==> src/rtl/irq_agg_pkg.sv <==
// Shared constants and types for the device interrupt aggregator.
// The register window starts at 0x100. Each register group is 0x20 bytes
// wide, and within a group the bank index selects a word.
package irq_agg_pkg;

    localparam logic [2:0] GRP_PEND = 3'd0;  // 0x100: pending view, read-only
    localparam logic [2:0] GRP_MODE = 3'd1;  // 0x120: trigger mode, 1 = edge
    localparam logic [2:0] GRP_EN   = 3'd2;  // 0x140: enable status, read-only
    localparam logic [2:0] GRP_SET  = 3'd3;  // 0x160: enable set, write-only
    localparam logic [2:0] GRP_CLR  = 3'd4;  // 0x180: enable clear, write-only
    localparam logic [2:0] GRP_SW   = 3'd5;  // 0x1A0: software / acknowledge

    // Per-bank write strobes produced by the address decoder
    typedef struct packed {
        logic mode_we;
        logic set_we;
        logic clr_we;
        logic sw_we;
    } bank_wr_t;

endpackage

==> src/rtl/irq_bank.sv <==
// One bank of interrupt sources.
// For each source it holds a trigger mode, an enable, a software bit, an
// edge latch and a delayed copy of the request for edge detection.
// Assumes that requests are synchronous to clk. The write strobes come from
// the decoder and are never active for two functions in the same cycle.
module irq_bank
    import irq_agg_pkg::*;
#(
    parameter int SRC_W = 32
) (
    input  logic             clk,
    input  logic             rst_n,
    input  bank_wr_t         wr,
    input  logic [SRC_W-1:0] wdata,
    input  logic [SRC_W-1:0] req,
    output logic [SRC_W-1:0] mode_q,
    output logic [SRC_W-1:0] en_q,
    output logic [SRC_W-1:0] sw_rd,
    output logic [SRC_W-1:0] pend
);

    logic [SRC_W-1:0] req_d;
    logic [SRC_W-1:0] edge_q;
    logic [SRC_W-1:0] sw_q;
    logic [SRC_W-1:0] rise;
    logic [SRC_W-1:0] ack;
    logic [SRC_W-1:0] edge_nxt;

    // Edge events, and acknowledges aimed at edge-mode sources
    always_comb begin
        rise = req & ~req_d;
        ack  = wr.sw_we ? (wdata & mode_q) : '0;
    end

    // Next edge latch: a new event wins over an acknowledge, re-arm clears
    always_comb begin
        edge_nxt = (edge_q & ~ack) | (rise & mode_q);
        if (wr.mode_we) begin
            edge_nxt = edge_nxt & wdata;
        end
    end

    // Source state registers
    always_ff @(posedge clk) begin
        if (!rst_n) begin
            req_d  <= '0;
            edge_q <= '0;
            mode_q <= '0;
            en_q   <= '0;
            sw_q   <= '0;
        end else begin
            req_d  <= req;
            edge_q <= edge_nxt;
            if (wr.mode_we) begin
                mode_q <= wdata;
            end
            if (wr.set_we) begin
                en_q <= en_q | wdata;
            end else if (wr.clr_we) begin
                en_q <= en_q & ~wdata;
            end
            if (wr.sw_we) begin
                sw_q <= wdata & ~mode_q;
            end
        end
    end

    // Pending view: edge sources show the latch, level sources the request or sw bit
    always_comb begin
        sw_rd = sw_q & ~mode_q;
        pend  = (mode_q & edge_q) | (~mode_q & (req | sw_q));
    end

endmodule

==> src/rtl/irq_reg_decode.sv <==
// Address decoder and read multiplexer for the aggregator's register window.
// Valid addresses are word-aligned with addr[ADDR_W-1:8] equal to 1.
// addr[7:5] selects the group and addr[4:2] the bank. Bank indices at or
// above NUM_BANKS, and any other address, read as zero and decode to no write.
module irq_reg_decode
    import irq_agg_pkg::*;
#(
    parameter int NUM_BANKS = 2,
    parameter int SRC_W     = 32,
    parameter int ADDR_W    = 12
) (
    input  logic                          reg_wr,
    input  logic [ADDR_W-1:0]             reg_addr,
    input  logic [NUM_BANKS*SRC_W-1:0]    pend_all,
    input  logic [NUM_BANKS*SRC_W-1:0]    mode_all,
    input  logic [NUM_BANKS*SRC_W-1:0]    en_all,
    input  logic [NUM_BANKS*SRC_W-1:0]    sw_all,
    output bank_wr_t [NUM_BANKS-1:0]      wr_strb,
    output logic [SRC_W-1:0]              reg_rdata
);

    localparam int HI_W = ADDR_W - 8;

    logic       in_win;
    logic [2:0] grp;
    logic [2:0] bidx;

    // Split the address into window hit, group and bank index
    always_comb begin
        in_win = (reg_addr[ADDR_W-1:8] == HI_W'(1)) && (reg_addr[1:0] == 2'b00);
        grp    = reg_addr[7:5];
        bidx   = reg_addr[4:2];
    end

    // Select read data and per-bank write strobes
    always_comb begin
        reg_rdata = '0;
        wr_strb   = '0;
        for (int b = 0; b < NUM_BANKS; b++) begin
            if (in_win && (int'(bidx) == b)) begin
                case (grp)
                    GRP_PEND: reg_rdata = pend_all[b*SRC_W +: SRC_W];
                    GRP_MODE: begin
                        reg_rdata          = mode_all[b*SRC_W +: SRC_W];
                        wr_strb[b].mode_we = reg_wr;
                    end
                    GRP_EN:   reg_rdata = en_all[b*SRC_W +: SRC_W];
                    GRP_SET:  wr_strb[b].set_we = reg_wr;
                    GRP_CLR:  wr_strb[b].clr_we = reg_wr;
                    GRP_SW: begin
                        reg_rdata        = sw_all[b*SRC_W +: SRC_W];
                        wr_strb[b].sw_we = reg_wr;
                    end
                    default: reg_rdata = '0;
                endcase
            end
        end
    end

endmodule

==> src/rtl/irq_aggregator.sv <==
// Top level of the device interrupt aggregator.
// It instantiates one irq_bank per bank and a shared register decoder. It
// registers the OR of pending and enabled over all banks into irq_out, and
// pulses msg_pulse in the first cycle of each rise of irq_out.
// Assumes dev_req is synchronous to clk.
module irq_aggregator
    import irq_agg_pkg::*;
#(
    parameter int NUM_BANKS = 2,
    parameter int SRC_W     = 32,
    parameter int ADDR_W    = 12
) (
    input  logic                       clk,
    input  logic                       rst_n,
    input  logic                       reg_wr,
    input  logic [ADDR_W-1:0]          reg_addr,
    input  logic [SRC_W-1:0]           reg_wdata,
    output logic [SRC_W-1:0]           reg_rdata,
    input  logic [NUM_BANKS*SRC_W-1:0] dev_req,
    output logic                       irq_out,
    output logic                       msg_pulse
);

    localparam int TOT_W = NUM_BANKS * SRC_W;

    bank_wr_t [NUM_BANKS-1:0] wr_strb;
    logic [TOT_W-1:0]         pend_all;
    logic [TOT_W-1:0]         mode_all;
    logic [TOT_W-1:0]         en_all;
    logic [TOT_W-1:0]         sw_all;
    logic                     any_active;

    irq_reg_decode #(
        .NUM_BANKS (NUM_BANKS),
        .SRC_W     (SRC_W),
        .ADDR_W    (ADDR_W)
    ) u_dec (
        .reg_wr    (reg_wr),
        .reg_addr  (reg_addr),
        .pend_all  (pend_all),
        .mode_all  (mode_all),
        .en_all    (en_all),
        .sw_all    (sw_all),
        .wr_strb   (wr_strb),
        .reg_rdata (reg_rdata)
    );

    for (genvar g = 0; g < NUM_BANKS; g++) begin : g_bank
        irq_bank #(
            .SRC_W (SRC_W)
        ) u_bank (
            .clk    (clk),
            .rst_n  (rst_n),
            .wr     (wr_strb[g]),
            .wdata  (reg_wdata),
            .req    (dev_req[g*SRC_W +: SRC_W]),
            .mode_q (mode_all[g*SRC_W +: SRC_W]),
            .en_q   (en_all[g*SRC_W +: SRC_W]),
            .sw_rd  (sw_all[g*SRC_W +: SRC_W]),
            .pend   (pend_all[g*SRC_W +: SRC_W])
        );
    end

    // Any source pending and enabled in any bank
    always_comb begin
        any_active = |(pend_all & en_all);
    end

    // Registered request level and its rise pulse
    always_ff @(posedge clk) begin
        if (!rst_n) begin
            irq_out   <= 1'b0;
            msg_pulse <= 1'b0;
        end else begin
            irq_out   <= any_active;
            msg_pulse <= any_active & ~irq_out;
        end
    end

endmodule

==> config.mk <==
export PLATFORM = sky130hd
export DESIGN_NAME = irq_aggregator
export DESIGN_NICKNAME = d
export VERILOG_FILES = /design/src/rtl/irq_agg_pkg.sv /design/src/rtl/irq_bank.sv /design/src/rtl/irq_reg_decode.sv /design/src/rtl/irq_aggregator.sv
export SDC_FILE = /design/constraint.sdc
export NUM_CORES = 1
export LEC_CHECK = 0
export BUFFER_PORTS_ARGS = -buffer_cell sky130_fd_sc_hd__buf_2
export CAP_MARGIN = 20
export CORE_UTILIZATION = 45
export DETAILED_ROUTE_END_ITERATION = 8
export RECOVER_POWER = 50
export SKIP_CTS_REPAIR_TIMING = 1
export SLEW_MARGIN = 15
export SYNTH_ARGS = -nofsm -noshare
export SYNTH_HDL_FRONTEND = slang
export SYNTH_SLANG_ARGS = --single-unit
export TNS_END_PERCENT = 30
==> constraint.sdc <==
create_clock -name clk -period 2.6 [get_ports clk]
set_clock_uncertainty 0.1 [all_clocks]
set_input_delay 0 -clock clk [delete_from_list [all_inputs] [get_ports clk]]
set_output_delay 0 -clock clk [all_outputs]
set_load 0.02 [all_outputs]
# Word level (Yosys, flattened, before mapping)

Cells that the tools add are included.

Bits in registers: 322
Input bits: 111
Output and inout port bits: 34
Logic and storage cells: 85

Equality and inequality tests: 7
Mux-type cells: 18
Bitwise logic cells: 38
Reductions and logical operators: 10

Operator list:

| cell               | number |
|---|---|
| $and 32x32->32     | 20 |
| $mux 32            | 10 |
| $or 32x32->32      | 8 |
| $not 32->32        | 7 |
| $pmux 32 s5        | 1 |
| $pmux 32 s4        | 1 |
| $and 64x64->64     | 1 |
| $reduce_or 64->1   | 1 |
| $eq 3x2->1 const B | 3 |
| $mux 4             | 2 |
| $eq 3x3->1 const B | 2 |
| $logic_not 3->1    | 2 |
| $eq 4x1->1 const B | 1 |
| $mux 1             | 4 |
| $reduce_bool 2->1  | 2 |
| $eq 3x1->1 const B | 1 |
| $logic_and 1x1->1  | 3 |
| $logic_not 2->1    | 1 |
| $reduce_or 2->1    | 1 |
| $and 1x1->1        | 1 |
| $not 1->1          | 1 |

# Depth between registers and ports, before layout

Gate-level depths: netlist (run 1).

Depth after elaboration: 10
Mapped depth: 10

# By module

A second synthesis (run 1) with hierarchy kept.

Cells, all modules: 1992
Area, all modules: 17284.1 sq um

By module, submodules not included:

| module         | times used | cells an instance | area an instance (sq um) |
|---|---|---|---|
| irq_bank       | 2          | 812               | 7239.4 |
| irq_reg_decode | 1          | 324               | 2428.6 |
| irq_aggregator | 1          | 44                | 376.6 |

# Worst setup path after synthesis (run 1)

Ideal clock, no wire load.

Kind: register -> register
From: reg g_bank[1].u_bank.mode_q[18]
To: reg msg_pulse
Library setup time: 0.133 ns
Arrival: 1.602 ns
Path slack: 0.765 ns
Stages on the path, launching flop included: 6
Clock period less this slack: 1.835 ns
Path through: dfxtp_1 -> o311ai_0 -> nand4_1 -> or4_1 -> nor4_1 -> a21oi_1

Cells in the longest elaborated chain, start to end: 6

Ends and longest elaborated chain:

| item                   | line                 | RTL |
|---|---|---|
| from (decl)            | irq_bank.sv:16       | `output logic [SRC_W-1:0] mode_q,` |
| from (signal assigned) | irq_bank.sv:55       | `mode_q <= wdata;` |
| $not 32->32            | irq_bank.sv:71       | `pend = (mode_q & edge_q) \| (~mode_q & (req \| sw_q));` |
| $and 32x32->32         | irq_bank.sv:71       |  |
| $or 32x32->32 *        | irq_bank.sv:71       |  |
| $and 64x64->64 *       | irq_aggregator.sv:66 | `any_active = \|(pend_all & en_all);` |
| $reduce_or 64->1 *     | irq_aggregator.sv:66 |  |
| $and 1x1->1 *          | irq_aggregator.sv:76 | `msg_pulse <= any_active & ~irq_out;` |
| to (signal assigned)   | irq_aggregator.sv:76 |  |
| to (decl)              | irq_aggregator.sv:21 | `output logic msg_pulse` |

Mark *: on every way between the ends. The rest lies on a longest branch, timed or not.
A chain may end at the register's enable or synchronous reset.

# Worst setup path in the final report (run 1)

From: in reg_addr[1]
To: reg g_bank[0].u_bank.edge_q[1]

Cells in the longest elaborated chain, start to end: 10

Ends and longest elaborated chain:

| item                 | line                 | RTL |
|---|---|---|
| from (decl)          | irq_aggregator.sv:16 | `input logic [ADDR_W-1:0] reg_addr,` |
| $logic_not 2->1 *    | irq_reg_decode.sv:30 | `in_win = (reg_addr[ADDR_W-1:8] == HI_W'(1)) && (reg_addr[1:0] == 2'b00);` |
| $logic_and 1x1->1 *  | irq_reg_decode.sv:30 |  |
| $logic_and 1x1->1 *  | irq_reg_decode.sv:40 | `if (in_win && (int'(bidx) == b)) begin` |
| $mux 4 *             | irq_reg_decode.sv:40 |  |
| $mux 32              | irq_bank.sv:32       | `ack = wr.sw_we ? (wdata & mode_q) : '0;` |
| $not 32->32          | irq_bank.sv:37       | `edge_nxt = (edge_q & ~ack) \| (rise & mode_q);` |
| $and 32x32->32       | irq_bank.sv:37       |  |
| $or 32x32->32        | irq_bank.sv:37       |  |
| $and 32x32->32       | irq_bank.sv:39       | `edge_nxt = edge_nxt & wdata;` |
| $mux 32 *            | irq_bank.sv:38       | `if (wr.mode_we) begin` |
| to (signal assigned) | irq_bank.sv:53       | `edge_q <= edge_nxt;` |
| to (decl)            | irq_bank.sv:23       | `logic [SRC_W-1:0] edge_q;` |

Marked as above.

==> results of run 1 <==
-- worst min-delay path by stage --
stage | from | to | depth (start not counted)
final | reg_addr[2] | flop | 6
after global routing | reg_addr[2] | flop | 6
after floorplan | dev_req[0] | g_bank[0].u_bank.req_d[0]$_SDFF_PN0_ | 1
after global placement | dev_req[38] | g_bank[1].u_bank.req_d[6]$_SDFF_PN0_ | 2
after detailed placement | dev_req[41] | g_bank[1].u_bank.req_d[9]$_SDFF_PN0_ | 2
after CTS | dev_req[41] | g_bank[1].u_bank.req_d[9]$_SDFF_PN0_ | 2
-- cell usage after synthesis (63+ instances only) --
master    instances
nor2b_1         133
nand2b_1         63
nor3b_1         123
clkbuf_1        154
o21ai_0         124
a22oi_1         128
a21boi_0         64
a21oi_1         193
nor2_1           67
nand2_1         265
nand3b_1         65
and2_1           64
dfxtp_1         322
-- worst reg2reg max path: cells and delay by family (launching register included) --
kind                   cells  cell delay, ns
AOI/OAI and AO/OA          2            0.67
DFF                        1            0.37
and+or+nand+nor            3            1.05
buffers and inverters      1            0.18
-- cell type report --
class	instances	area share, %
clock buffers	57	5.65
clock inverters	9	0.514
inverters	1	0.0190
multi-input cells	1499	45.8
flip-flops and latches	322	32.7
well taps	455	2.89
repair buffers	328	12.4
-- power breakdown --
part / internal [mW] / switching (mW)
Sequential: 4.99 / 0.0104
Combinational: 0.352 / 0.479
Clock: 3.15 / 2.11
Total: 8.49 / 2.60
-- layer usage --
| metal | global-route usage [%] | share of wire (%) | wire [microns] | vias to the layer above |
|---|---|---|---|---|
| met3 | 4.02 | 6.4 | 3570 | 97 |
| met4 | 8.61 | 2.5 | 1380 | 2 |
| met5 | 0 | 0.020 | 11 | - |
| li1 | - | - | - | 7566 |
| met2 | 48.0 | 46 | 25600 | 587 |
| met1 | 41.1 | 45 | 25100 | 7658 |
-- kinds of logic after synthesis --
kind of cell	Yosys count	share of synthesized area (%)
AOI/OAI and AO/OA	679	26.9
and+or+nand+nor	820	28.7
buffers and inverters	174	4.33
DFF	322	40.1
-- stage by stage --
step           setup slack [ns]  std cells  hold slack, ns
6_report                  0.105       2671          0.0682
5_1_grt                 -0.0184       2671          0.0976
4_1_cts               -0.000958       2562          -0.402
3_5_place_dp             0.0191       2496           0.155
3_3_place_gp              0.140       2494           0.150
2_1_floorplan             0.765       1995          0.0217
==> results_dict.tcl, run 1 <==
set metrics [dict create \
    outcome "finished with violations" \
    violations "capacitance limit, slew limit" \
    period_minus_slack_ns 2.49 \
    area_delta_synth_final_pct 22.6 \
    hpwlAfterDp_microns 34200 \
    postLayoutCellArea_sq_mm 0.0197 \
    hold_class "input port to flop" \
    die_w_microns 191 \
    synth_top_area_share_pct 40.1 \
    p_leak_nw 6.34 \
    grt_pass1_wl_microns 84700 \
    crit_type "input port to flop" \
    final_common_cell "dfxtp_1" \
    final_nets 2300 \
    setup_viol 0 \
    synth-edff-count 0 \
    io_buffers 144 \
    worstSetupEndpoint "g_bank[0].u_bank.edge_q[1]$_SDFF_PN0_" \
    gp_congestion 0.814 \
    yosysSeqAreaShare_pct 40.1 \
    p_per_area_mw_per_mm2 562 \
    multi_input_area_sq_mm 0.00903 \
    antenna_found_initial 1 \
    worstPathArrival_ns 2.81 \
    cts_htree_levels 2 \
    ant_nets 0 \
    final_cell_mix "322 x dfxtp_1, 265 x nand2_1, 192 x a21oi_1" \
    cp-startpoint "reg_addr[1]" \
    rr_worst_depth 6 \
    cts_tree "built" \
    r2r_end "msg_pulse$_SDFF_PN0_" \
    fmax_mhz 401 \
    clk_pin_slew_ns 0.06 \
    slew_violations 193 \
    cts.sinks 322 \
    route.vias.total 15900 \
    critPathLaunchType "input port" \
    ys_types 41 \
    syn_avg_cell_area_sq_um 8.06 \
    async_flop_share_pct 0 \
    grt_pass1_vias 14600 \
    cp_slowest_cell "dlygate4sd3_1" \
    ys_top_cells_by_area "dfxtp_1 40%, nand2_1 6.2%, a21oi_1 6.0%" \
    cts_made_buffers 37 \
    dr.pass1.iters 6 \
    num_rows 68 \
    period_share_pct 95.9 \
    drt_first_iter_violations 1589 \
    yosysWarningCount 0 \
    seqCellArea_sq_mm 0.00645 \
    critPathMaxFanout 29 \
    io_pins 145 \
    rrSetupSlack_ns 0.12 \
    synth_ff_type "dfxtp_1" \
    power_mw 11.1 \
    drc 0 \
    drv_cap 2 \
    n_antenna_cell 0 \
    r2r-start "g_bank[0].u_bank.mode_q[25]$_SDFFE_PN0P_" \
    wirelength_microns 55700 \
    clk-insertion-delay-late_ns 0.53 \
    setup_tns_ns 0 \
    yosys.area.top_type "dfxtp_1" \
    clk_path_buf_depth 3 \
    slowest_delay_ns 0.58 \
    wl_per_cell_microns 20.8 \
    fin_util_pct 56.5 \
    cp_num_buf_inv 3 \
    synth_area_sq_mm 0.0161 \
    syn_inst 1995 \
    tightest_slew_ns 1.67 \
    viasPerCell 5.96 \
    cts_root_buf "clkbuf_16" \
    crit_cells 8 \
    cp_top_family "simple AND/OR/NAND/NOR gates" \
    final_hold_viol_count 0 \
    post_dp_cell_area_sq_mm 0.0175 \
    mappedNetlistNets 2106 \
    required_ns 2.91 \
    dieArea_sq_mm 0.0365 \
    grt.total_usage_pct 29.7 \
    core_area_sq_mm 0.0349 \
    endpoint_kind "flop" \
    grt_max_degree 99 \
    fill_cells 3253 \
    drive_gt1_share_pct 13.3 \
    crit_chain "clkbuf_1 -> nor4_4 -> nand3b_1 -> or3_2 -> clkbuf_2 -> o21ai_0 -> dlygate4sd3_1 -> a21oi_1" \
    die_h_microns 191 \
    overflow 0 \
    relSlewSlack_pct -11.5 \
    ir_drop_uv 580 \
    initial_utilization_pct 46.1 \
    ys_ff_latch 322 \
]
Power figures use the tool's default switching activity.
==> run 2: changes to the inputs <==
--- a/config.mk
+++ b/config.mk
@@ -10,6 +10,7 @@
 export CORE_UTILIZATION = 45
 export DETAILED_ROUTE_END_ITERATION = 8
 export RECOVER_POWER = 50
+export SETUP_SLACK_MARGIN = 0.5
 export SKIP_CTS_REPAIR_TIMING = 1
 export SLEW_MARGIN = 15
 export SYNTH_ARGS = -nofsm -noshare
==> results_dict.tcl, run 2 (same netlist as run 1, synthesis figures left out) <==
set metrics [dict create \
    p_clk_share_pct 47.4 \
    seqCellArea_sq_mm 0.00647 \
    dr.pass1.iters 6 \
    endpoint_kind "flop" \
    clk-insertion-delay-late_ns 0.53 \
    fill_cells 3232 \
    ant_nets 0 \
    fmax_mhz 431 \
    clk_path_buf_depth 3 \
    n_antenna_cell 0 \
    p_comb_share_pct 7.5 \
    cp_slowest_cell "nor2_2" \
    setup_viol 0 \
    viasPerCell 5.94 \
    period_minus_slack_ns 2.32 \
    p_sw_share_pct 23.5 \
    cellInternalPower_mw 8.49 \
    grt_max_degree 99 \
    cts_htree_levels 2 \
    cts_tree "built" \
    drv_cap 1 \
    slowest_delay_ns 1.23 \
    p_per_area_mw_per_mm2 556 \
    overflow 0 \
    multi_input_area_sq_mm 0.00919 \
    clk_pin_slew_ns 0.06 \
    wirelength_microns 55800 \
    final_hold_viol_count 0 \
    critPathLaunchType "input port" \
    drc 0 \
    crit_type "input port to flop" \
    relSlewSlack_pct -3.95 \
    gp_congestion 0.814 \
    grt_pass1_wl_microns 84700 \
    worstPathArrival_ns 2.67 \
    num_rows 68 \
    switchingPower_mw 2.61 \
    hold_class "input port to flop" \
    final_nets 2303 \
    fin_util_pct 57.2 \
    drive_gt1_share_pct 14.8 \
    seqPwrFrac_pct 45.0 \
    route.vias.total 15900 \
    required_ns 2.95 \
    slew_violations 24 \
    critPathMaxFanout 23 \
    cts.sinks 322 \
    hold-worst-slack_ns 0.0664 \
    wl_per_cell_microns 20.9 \
    tightest_slew_ns 1.56 \
    outcome "finished with violations" \
    io_buffers 144 \
    p_leak_nw 6.39 \
    area_delta_synth_final_pct 24.1 \
    die_h_microns 191 \
    violations "capacitance limit, slew limit" \
    cts_root_buf "clkbuf_16" \
    crit_chain "clkbuf_1 -> nor4_4 -> nand3b_1 -> nor2_2 -> buf_4 -> a22oi_1 -> nor2b_1" \
    grt_pass1_vias 14600 \
    drt_first_iter_violations 1507 \
    initial_utilization_pct 46.1 \
    period_share_pct 89.2 \
    antenna_found_initial 1 \
    io_pins 145 \
    final_common_cell "dfxtp_1" \
    ir_drop_uv 578 \
    final_cell_mix "308 x dfxtp_1, 264 x nand2_1, 191 x a21oi_1" \
    core_area_sq_mm 0.0349 \
    die_w_microns 191 \
    grt.total_usage_pct 29.7 \
    rsz0062_at_grt "true" \
    dieArea_sq_mm 0.0365 \
    cts_made_buffers 37 \
    hpwlAfterDp_microns 34200 \
]
==> run 2: power groups by stage <==
stage | Combinational (mW) | Clock [mW] | Sequential (mW)
4_1_cts | 0.691 | 5.33 | 5.00
5_1_grt | 0.892 | 5.51 | 5.00
3_5_place_dp | 0.690 | 0 | 5.11
6_report | 0.837 | 5.26 | 4.99
2_1_floorplan | 0.375 | 0 | 5.10
3_3_place_gp | 0.681 | 0 | 5.10
==> run 2: critical path: cells and delay by family <==
kind	cells	cell delay, ns
buffers and inverters	2	0.49
AOI/OAI and AO/OA	1	0.11
and+or+nand+nor	4	2.07
==> run 2: final cells by class <==
| cell class | count | share of cell area [%] |
|---|---|---|
| clock buffers | 57 | 5.58 |
| clock inverters | 9 | 0.508 |
| inverters | 1 | 0.0188 |
| multi-input cells | 1499 | 46.0 |
| flip-flops and latches | 322 | 32.4 |
| well taps | 455 | 2.85 |
| repair buffers | 331 | 12.6 |
==> run 2: per-layer routing <==
metal	GRT usage, %	vias up	part of all wire [%]
met1	41.1	7646	45
met2	48.0	587	46
met5	0	-	0.020
li1	-	7574	-
met3	4.02	86	6.8
met4	8.61	2	2.4
==> run 2: worst paths after layout <==
path                                                       startpoint                                     end  slack (ns)  depth (start not counted)
worst max register to register  g_bank[1].u_bank.sw_q[4]$_SDFFE_PN0P_                    msg_pulse$_SDFF_PN0_        0.50                          7
worst min register to register  g_bank[0].u_bank.req_d[18]$_SDFF_PN0_  g_bank[0].u_bank.edge_q[18]$_SDFF_PN0_        0.38                          2
worst min-delay path                                      reg_addr[2]                                    flop        0.07                          6
worst max-delay path                                      reg_addr[1]                                    flop        0.28                          7
==> run 2: stage by stage <==
stage               total power, mW  instance area [sq um]  setup TNS (ns)  std cells  setup slack, ns
floorplan                      5.48                  16100               0       1995            0.765
global placement               5.79                  17400               0       2494            0.140
detailed placement             5.80                  17500               0       2496           0.0191
CTS                            11.0                  18700       -0.000958       2562        -0.000958
global route                   11.4                  20000               0       2674            0.220
finish                         11.1                  20000               0       2674            0.280
==> run 3: changes to the inputs <==
--- a/config.mk
+++ b/config.mk
@@ -9,6 +9,7 @@
 export CAP_MARGIN = 20
 export CORE_UTILIZATION = 45
 export DETAILED_ROUTE_END_ITERATION = 8
+export PLACE_DENSITY_LB_ADDON = 0.3
 export RECOVER_POWER = 50
 export SETUP_SLACK_MARGIN = 0.5
 export SKIP_CTS_REPAIR_TIMING = 1
==> results_dict.tcl, run 3 (same netlist as run 1, synthesis figures left out) <==
set metrics [dict create \
    clk-insertion-delay-late_ns 0.51 \
    worstPathArrival_ns 2.56 \
    hold_class "input port to flop" \
    cts_root_buf "clkbuf_16" \
    relSlewSlack_pct 15.6 \
    rsz0062_at_grt "false" \
    endpoint_kind "flop" \
    grt_max_degree 97 \
    core_area_sq_mm 0.0349 \
    overflow 0 \
    ant_nets 0 \
    grt_pass1_wl_microns 82200 \
    drv_cap 0 \
    clk_pin_slew_ns 0.06 \
    clk_path_buf_depth 3 \
    slowest_delay_ns 0.83 \
    grt.total_usage_pct 28.4 \
    drt_first_iter_violations 1483 \
    final_nets 2303 \
    antenna_found_initial 1 \
    die_h_microns 191 \
    setup_viol 0 \
    crit_type "input port to flop" \
    min_to "g_bank[1].u_bank.mode_q[9]$_SDFFE_PN0P_" \
    dpl_worst_slack_ns 0.171 \
    die_w_microns 191 \
    viasPerCell 6.02 \
    route.vias.total 16100 \
    postLayoutCellArea_sq_mm 0.0198 \
    initial_utilization_pct 46.1 \
    cts_made_buffers 37 \
    cts_htree_levels 2 \
    slew_violations 0 \
    setup_slack_ns 0.341 \
    rrSetupSlack_ns 0.57 \
    power_mw 11.1 \
    period_share_pct 86.9 \
    tightest_slew_ns 1.27 \
    r2r-start "g_bank[1].u_bank.mode_q[1]$_SDFFE_PN0P_" \
    cp_slowest_cell "clkbuf_2" \
    outcome "completed" \
    final_cell_mix "320 x dfxtp_1, 265 x nand2_1, 192 x a21oi_1" \
    area_delta_synth_final_pct 23.3 \
    drc 0 \
    fmax_mhz 443 \
    dr.pass1.iters 6 \
    io_buffers 144 \
    final_common_cell "dfxtp_1" \
    crit_chain "clkbuf_1 -> buf_4 -> and3b_1 -> o21a_1 -> nor2b_2 -> clkbuf_2 -> nand2_1 -> a22oi_1 -> nor2b_1" \
    whs_path_depth 5 \
    final_hold_viol_count 0 \
    num_rows 68 \
    p_leak_nw 6.34 \
    fill_cells 3159 \
    r2r_end "irq_out$_SDFF_PN0_" \
    ir_drop_uv 527 \
    gp_congestion 0.905 \
    dieArea_sq_mm 0.0365 \
    setup_tns_ns 0 \
    io_pins 145 \
    min_from "reg_addr[7]" \
    wl_per_cell_microns 20.2 \
    hpwlAfterDp_microns 32400 \
    drive_gt1_share_pct 13.7 \
    post_dp_cell_area_sq_mm 0.0174 \
    n_antenna_cell 0 \
    critPathLaunchType "input port" \
    grt_pass1_vias 14700 \
    cts.sinks 322 \
    p_per_area_mw_per_mm2 560 \
    required_ns 2.90 \
    rr_worst_depth 6 \
    cts_tree "built" \
    critPathMaxFanout 32 \
    wirelength_microns 54100 \
    period_minus_slack_ns 2.26 \
]
-- run 3: per-stage QoR --
stage | std cells | utilization [%] | hold slack, ns
after floorplan | 1995 | - | 0.0217
after global placement | 2492 | 49.8 | 0.139
after detailed placement | 2492 | 49.8 | 0.150
after CTS | 2555 | 53.3 | -0.377
after global routing | 2671 | 56.9 | 0.153
final | 2671 | 56.9 | 0.123
-- run 3: routing by layer --
layer / up-vias / routed length (microns) / GRT usage, % / share of wire, %
met5: - / 13 / 0 / 0.024
met4: 2 / 1610 / 10.0 / 3.0
met3: 109 / 4180 / 4.92 / 7.7
met2: 671 / 25600 / 47.0 / 47
met1: 7757 / 22700 / 37.1 / 42
li1: 7544 / - / - / -
-- run 3: area by class of cell --
class | count | area (sq um) | share of cell area (%)
clock inverter | 10 | 138 | 0.694
tap | 455 | 569 | 2.87
multi-input combinational | 1499 | 9120 | 46.0
sequential | 322 | 6450 | 32.5
inverter | 1 | 3.75 | 0.0189
timing repair buffer | 331 | 2480 | 12.5
clock buffer | 53 | 1080 | 5.42
-- run 3: worst max path at each step --
stage                                             start              endpoint  slack [ns]  cells after the start
2_1_floorplan  g_bank[1].u_bank.mode_q[18]$_SDFFE_PN0P_  msg_pulse$_SDFF_PN0_        0.76                      5
3_3_place_gp   g_bank[1].u_bank.mode_q[21]$_SDFFE_PN0P_  msg_pulse$_SDFF_PN0_        0.14                      5
3_5_place_dp   g_bank[1].u_bank.mode_q[21]$_SDFFE_PN0P_  msg_pulse$_SDFF_PN0_        0.17                      5
4_1_cts        g_bank[1].u_bank.mode_q[21]$_SDFFE_PN0P_    irq_out$_SDFF_PN0_        0.13                      5
5_1_grt                                     reg_addr[5]         reg_rdata[22]        0.25                      9
6_report                                    reg_addr[5]                  flop        0.34                      9
-- run 3: critical path, delay by kind of cell --
family	cells	cell delay [ns]
buf+inv	3	1.59
simple gates	4	0.58
compound gates	2	0.37
-- run 3: where the power goes --
group	total [mW]	internal, mW	switching [mW]	leakage [nW]
registers	5.00	4.99	0.0102	2.61
logic	0.826	0.354	0.472	3.13
clock network	5.28	3.17	2.10	0.597
